File: config.mk
export PLATFORM = sky130hd
export DESIGN_NAME = framed_pattern_detector
export DESIGN_NICKNAME = d
export VERILOG_FILES = /design/src/rtl/fpd_pkg.sv /design/src/rtl/fpd_rst_sync.sv /design/src/rtl/fpd_next_state.sv /design/src/rtl/fpd_flag_logic.sv /design/src/rtl/framed_pattern_detector.sv
export SDC_FILE = /design/constraint.sdc
export NUM_CORES = 1
export LEC_CHECK = 0
export BUFFER_PORTS_ARGS = -buffer_cell sky130_fd_sc_hd__buf_2
export CAP_MARGIN = 20
export CORE_AREA = 4 4 41 43
export DETAILED_ROUTE_END_ITERATION = 12
export DIE_AREA = 0 0 45 47
export PLACE_DENSITY_LB_ADDON = 0.08
export SLEW_MARGIN = 0
export SYNTH_ARGS = -nofsm -noshare
export SYNTH_HDL_FRONTEND = slang
export SYNTH_SLANG_ARGS = --single-unit
File: constraint.sdc
create_clock -name clk -period 1.8 [get_ports clk]
set_clock_uncertainty 0.05 [all_clocks]
set_input_delay 0.27 -clock clk [delete_from_list [all_inputs] [get_ports clk]]
set_output_delay 0.27 -clock clk [all_outputs]
set_load 0.01 [all_outputs]
File: src/rtl/fpd_pkg.sv
package fpd_pkg;
  localparam int FRAME_LEN = 4;
  localparam int POS_W     = $clog2(FRAME_LEN);

  typedef enum logic [2:0] {
    ST_START = 3'd0,
    ST_P0    = 3'd1,
    ST_P1    = 3'd2,
    ST_P01   = 3'd3,
    ST_P10   = 3'd4,
    ST_DEAD2 = 3'd5,
    ST_LIVE3 = 3'd6,
    ST_DEAD3 = 3'd7
  } fpd_state_e;
endpackage

File: src/rtl/fpd_rst_sync.sv
module fpd_rst_sync #(
  parameter int STAGES = 2
) (
  input  logic clk,
  input  logic arst_n,
  output logic srst_n
);
  logic [STAGES-1:0] chain_q;

  generate
    for (genvar i = 0; i < STAGES; i++) begin : g_stage
      if (i == 0) begin : g_first
        always_ff @(posedge clk or negedge arst_n) begin
          if (!arst_n) chain_q[i] <= 1'b0;
          else         chain_q[i] <= 1'b1;
        end
      end else begin : g_next
        always_ff @(posedge clk or negedge arst_n) begin
          if (!arst_n) chain_q[i] <= 1'b0;
          else         chain_q[i] <= chain_q[i-1];
        end
      end
    end
  endgenerate

  assign srst_n = chain_q[STAGES-1];
endmodule

File: src/rtl/fpd_next_state.sv
module fpd_next_state
  import fpd_pkg::*;
(
  input  fpd_state_e cur_state,
  input  logic       bit_in,
  output fpd_state_e nxt_state
);
  always_comb begin
    nxt_state = ST_START;
    unique case (cur_state)
      ST_START: nxt_state = bit_in ? ST_P1    : ST_P0;
      ST_P0:    nxt_state = bit_in ? ST_P01   : ST_DEAD2;
      ST_P1:    nxt_state = bit_in ? ST_DEAD2 : ST_P10;
      ST_P01:   nxt_state = bit_in ? ST_DEAD3 : ST_LIVE3;
      ST_P10:   nxt_state = bit_in ? ST_DEAD3 : ST_LIVE3;
      ST_DEAD2: nxt_state = ST_DEAD3;
      ST_LIVE3: nxt_state = ST_START;
      ST_DEAD3: nxt_state = ST_START;
      default:  nxt_state = ST_START;
    endcase
  end
endmodule

File: src/rtl/fpd_flag_logic.sv
module fpd_flag_logic
  import fpd_pkg::*;
(
  input  fpd_state_e cur_state,
  input  logic       bit_in,
  output logic       flag
);
  always_comb begin
    flag = 1'b0;
    if (cur_state == ST_LIVE3) flag = bit_in;
  end
endmodule

File: src/rtl/framed_pattern_detector.sv
module framed_pattern_detector
  import fpd_pkg::*;
#(
  parameter int SYNC_STAGES = 2
) (
  input  logic clk,
  input  logic rst_n,
  input  logic x_in,
  output logic z_out
);
  logic       srst_n;
  fpd_state_e state_q;
  fpd_state_e state_d;
  logic       flag;

  fpd_rst_sync #(.STAGES(SYNC_STAGES)) u_rst_sync (
    .clk    (clk),
    .arst_n (rst_n),
    .srst_n (srst_n)
  );

  fpd_next_state u_next (
    .cur_state (state_q),
    .bit_in    (x_in),
    .nxt_state (state_d)
  );

  fpd_flag_logic u_flag (
    .cur_state (state_q),
    .bit_in    (x_in),
    .flag      (flag)
  );

  always_ff @(posedge clk or negedge srst_n) begin
    if (!srst_n) state_q <= ST_START;
    else         state_q <= state_d;
  end

  assign z_out = flag;

  // Independent frame position counter used only by the checks below.
  logic [POS_W-1:0] chk_pos_q;
  always_ff @(posedge clk or negedge srst_n) begin
    if (!srst_n) chk_pos_q <= '0;
    else         chk_pos_q <= chk_pos_q + 1'b1;
  end

  // every group boundary lands on the start state
  assert_frame_wrap_R2: assert property (@(posedge clk) disable iff (!srst_n)
    (chk_pos_q == '0) |-> (state_q == ST_START));

  // a flag is only ever raised on the fourth bit of a group
  assert_flag_fourth_only_R3: assert property (@(posedge clk) disable iff (!srst_n)
    z_out |-> (chk_pos_q == POS_W'(FRAME_LEN-1)));

  // both patterns end in 1, so a flag needs a high input bit
  assert_flag_needs_one_R1: assert property (@(posedge clk) disable iff (!srst_n)
    z_out |-> x_in);

  // the merged live state is reached only from the two live two-bit prefixes
  assert_live3_origin_R8: assert property (@(posedge clk) disable iff (!srst_n)
    (state_q == ST_LIVE3) |-> ($past(state_q) == ST_P01 || $past(state_q) == ST_P10));

  // while the reset is held the flag stays low
  always_comb begin
    if (!srst_n) assert_reset_quiet_R7: assert (!z_out);
  end
endmodule

== Word-level counts from Yosys, hierarchy flattened ==
Cells that the tools add are included.

* Reduce and logical (&&, ||, !) cells: 3
* Equal/unequal tests: 7
* Mux-type cells: 6

{| class="wikitable"
|+ Operators by type and width
! cell !! number
|-
| one-hot mux 3 bit (6 select lines) || 1
|-
| equality test 3 bit, second input constant || 4
|-
| equality test 3 x 2 -> 1 bit, second input constant || 2
|-
| OR reduction 2 bit || 2
|-
| equality test 3 x 1 -> 1 bit, second input constant || 1
|-
| zero test 3 bit || 1
|-
| two-way mux 1 bit || 3
|-
| two-way mux 3 bit || 1
|-
| two-way mux 2 bit || 1
|}

* Register bits: 5

== Depth between registers and ports, before layout ==
* Depth in word-level cells: 3
* Depth in mapped cells: 2
* Gate-level depth less buffers: 2

== Cells and area by module ==
From an unflattened synthesis, not the netlist that was laid out.

* Cells, all modules: 22
* Area, all modules: 235.2 µm²

{| class="wikitable"
|+ By module, submodules not included
! module !! cells an instance !! instances !! area an instance (µm²)
|-
| fpd_next_state || 15 || 1 || 96.3
|-
| framed_pattern_detector || 3 || 1 || 75.1
|-
| fpd_rst_sync || 3 || 1 || 53.8
|-
| fpd_flag_logic || 1 || 1 || 10.0
|}

== Least setup slack after synthesis ==
Ideal clock, no wire load.

* Path kind: register to output
* From: register state_q[2]
* To: output z_out
* Stages on the path, launching flop included: 3
* Buffers on the path: 0
* Setup slack: 716 ps
* Arrival: 764 ps
* Required time: 1,480 ps
* Path through: dfrtp_1 > and2_1 > and3b_1

* Longest elaborated chain between the ends: 2

{| class="wikitable"
|+ Ends and longest elaborated chain
! element !! line !! source
|-
| from (decl) || framed_pattern_detector.sv:12 || <nowiki>fpd_state_e state_q;</nowiki>
|-
| from (signal assigned) || framed_pattern_detector.sv:36 || <nowiki>else state_q <= state_d;</nowiki>
|-
| equality test 3 bit || fpd_flag_logic.sv:10 || <nowiki>if (cur_state == ST_LIVE3) flag = bit_in;</nowiki>
|-
| two-way mux 1 bit || fpd_flag_logic.sv:10 ||
|-
| to (decl) || framed_pattern_detector.sv:9 || <nowiki>output logic z_out</nowiki>
|}

No other way between the ends.

== Final worst setup path ==
Same ends and word-level chain as after synthesis.

==> reports/summary.json <==
{
  "vias_in_the_first_global_route": {"value": 134},
  "arrival": {"value": 1.14, "unit": "ns"},
  "slew_violations": {"value": 0},
  "synth.most_common_cell": {"value": "dfrtp_1"},
  "critPathRequiredTime": {"value": 1.48, "unit": "ns"},
  "commonest_cells_in_the_netlist": {"value": "dfrtp_1, a21oi_1, nor2_1, o22ai_1"},
  "initialDrtViolationCount": {"value": 0},
  "timing.setup.tns": {"value": 0, "unit": "ns"},
  "hold_class": {"value": "flip-flop to flip-flop"},
  "die-width": {"value": 45, "unit": "um"},
  "clk_transition_reported_paths": {"value": 0.04, "unit": "ns"},
  "overflow": {"value": 0},
  "kind_of_end_point_of_the_critical_path": {"value": "output pin"},
  "detailedPlacementHpwl": {"value": 255, "unit": "um"},
  "grt_usage": {"value": 4.05, "unit": "%"},
  "wl_per_cell": {"value": 8.31, "unit": "um"},
  "antenna_cells_inserted": {"value": 0},
  "root_buffer_cell": {"value": "clkbuf_4"},
  "core_region_area": {"value": 1300, "unit": "um^2"},
  "clkSinkCount": {"value": 5},
  "synthesis.area_per_instance": {"value": 11.3, "unit": "um^2"},
  "achievable-frequency": {"value": 0.683, "unit": "GHz"},
  "finalWorstPathRequiredPeriod": {"value": 1.46, "unit": "ns"},
  "seq_area_frac_synth": {"value": 64.9, "unit": "%"},
  "vdd_drop_max": {"value": 0.000401, "unit": "V"},
  "area_growth_syn_to_layout": {"value": 46.8, "unit": "%"},
  "synth-edff-count": {"value": 0},
  "timing.final.setup_violations": {"value": 0},
  "synthTopCellsByArea": {"value": "dfrtp_1, o22ai_1, a21oi_1, and3b_1, xor2_1"},
  "post_cts_resize_count": {"value": 0},
  "post-cts-setup-buffers": {"value": 0},
  "io_buffer_count": {"value": 3},
  "cp-endpoint": {"value": "z_out"},
  "grt_pass1_wl": {"value": 524, "unit": "um"},
  "critical_path.reg2reg.startpoint": {"value": "state_q[2]"},
  "start_util": {"value": 14.8, "unit": "%"},
  "netlist_instances": {"value": 17},
  "largest_area_contributor_in_the_synthesized_netlist": {"value": "dfrtp_1"},
  "run_status": {"value": "complete, no violations"},
  "cellLeakagePower": {"value": 0.130, "unit": "nW"},
  "clk_path_buf_depth": {"value": 2},
  "critPathLaunch": {"value": "state_q[2]"},
  "dr.pass1.iters": {"value": 1},
  "largest_net_degree_at_the_start_of_global_routing": {"value": 7},
  "die_h": {"value": 47, "unit": "um"},
  "critPathLaunchType": {"value": "flip-flop"},
  "async_reset_ff_share": {"value": 100, "unit": "%"},
  "post-route-period-util": {"value": 81.4, "unit": "%"},
  "clk-insertion-delay-late": {"value": 0.23, "unit": "ns"},
  "reg2regPathDepth": {"value": 2},
  "fin_nets": {"value": 31},
  "post_route_cells_drive_above_1_share": {"value": 22.2, "unit": "%"},
  "yosys.area.top_type_share": {"value": 64.9, "unit": "%"},
  "htree_levels": {"value": 1},
  "critical_path_class": {"value": "flip-flop to output pin"},
  "die_area": {"value": 2120, "unit": "um^2"},
  "ys_seq_elements": {"value": 5},
  "route.vias.total": {"value": 139},
  "rows": {"value": 13},
  "placer_s_final_routability_congestion_estimate": {"value": 0.604},
  "cts_made_buffers": {"value": 3},
  "finalHoldWorstSlack": {"value": 0.292, "unit": "ns"},
  "regToRegEndpoint": {"value": "state_q[2]"},
  "drt_drc_violations_left": {"value": 0},
  "cts_tree": {"value": "done"},
  "synthFlopType": {"value": "dfrtp_1"},
  "crit_fanout": {"value": 6},
  "postRouteAntennaNets": {"value": 0},
  "vias_per_cell": {"value": 3.31},
  "drt_wl_total": {"value": 349, "unit": "um"},
  "post_synth_num_cell_types": {"value": 10},
  "powerDensity": {"value": 1490, "unit": "nW/um^2"},
  "timing_hold_violations_final": {"value": 0},
  "worst_case_register_to_register_setup_slack": {"value": 0.92, "unit": "ns"},
  "maxCapViolations": {"value": 0},
  "rsz0062_at_grt": {"value": "false"},
  "grt_antenna_before_repair": {"value": 0},
  "yosys_warnings": {"value": 0},
  "mappedNetlistArea": {"value": 193, "unit": "um^2"},
  "design.portCount": {"value": 4},
  "synth_fp_nets": {"value": 20}
}
[layer usage]
metal  share of wire, %  global-route usage, %
met2                 50                   4.80
met5                  0                      0
met3                4.9                   1.53
met4                  0                   7.02
met1                 44                   4.17
[logic make-up after synthesis]
group	share of synthesized area, %
and+or+nand+nor	16.9
DFF	64.9
AOI/OAI and AO/OA	11.7
xor gates and xnor gates	4.55
other	1.95
[report_power, final]
group	switching [mW]	leakage, nW	total (mW)	internal [mW]
sequential	0.0462	0.0580	0.197	0.151
clock	0.0410	0.0150	0.124	0.0835
combinational	0.0434	0.0568	0.0993	0.0559
total	0.131	0.130	0.421	0.290
[per-stage QoR]
stage | cell area, um^2 | worst slack (ns) | instances | utilization, % | power (mW)
floorplan | 193 | 0.716 | 17 | - | 0.262
global placement | 226 | 0.594 | 35 | 17.4 | 0.293
detailed placement | 226 | 0.581 | 35 | 17.4 | 0.295
CTS | 283 | 0.319 | 42 | 21.7 | 0.433
global route | 283 | 0.281 | 42 | 21.7 | 0.453
finish | 283 | 0.335 | 42 | 21.7 | 0.421
[worst max-delay path: stages, from the launching register on]
cell     delay (ns)
dfrtp_1        0.42
and2_1         0.19
and3b_1        0.17
buf_2          0.13
[layout by cell type (no fill, tap or decap), types with 2 or more instances in the layout]
| cell type | count |
|---|---|
| dfrtp_1 | 5 |
| clkbuf_4 | 3 |
| dlygate4sd3_1 | 3 |
| buf_2 | 3 |
| nor2_1 | 2 |
| o22ai_1 | 2 |
| a21oi_1 | 2 |
[sequential cells by signal, summed over array words and instances, names as in the netlist]
signal	count
state_q	3
u_rst_sync.chain_q	1
u_rst_sync.srst_n	1
[timing repair]
| item | CTS | global route |
|---|---|---|
| hold buffers | 3 | 0 |
| hold endpoints to repair | 3 | 0 |
| endpoints found under the setup margin | 0 | 0 |
[worst min path at each step]
stage	startpoint	cells after the start	slack, ns	end
floorplan	rst_n	0	-0.08	u_rst_sync.chain_q[0]
global placement	u_rst_sync.srst_n	0	-0.004	state_q[2]
detailed placement	u_rst_sync.srst_n	0	-0.007	state_q[2]
CTS	rst_n	2	0.30	u_rst_sync.srst_n
global route	rst_n	2	0.31	u_rst_sync.srst_n
finish	u_rst_sync.chain_q[0]	0	0.29	u_rst_sync.srst_n
[layout make-up]
class / instances / area, um^2
Tap cell: 15 / 18.8
Timing Repair Buffer: 6 / 45.0
Multi-Input combinational cell: 12 / 67.6
Fill cell: 149 / 1020
Clock buffer: 4 / 26.3
Sequential cell: 5 / 125
Note: power is estimated with default switching activity, not from simulation.
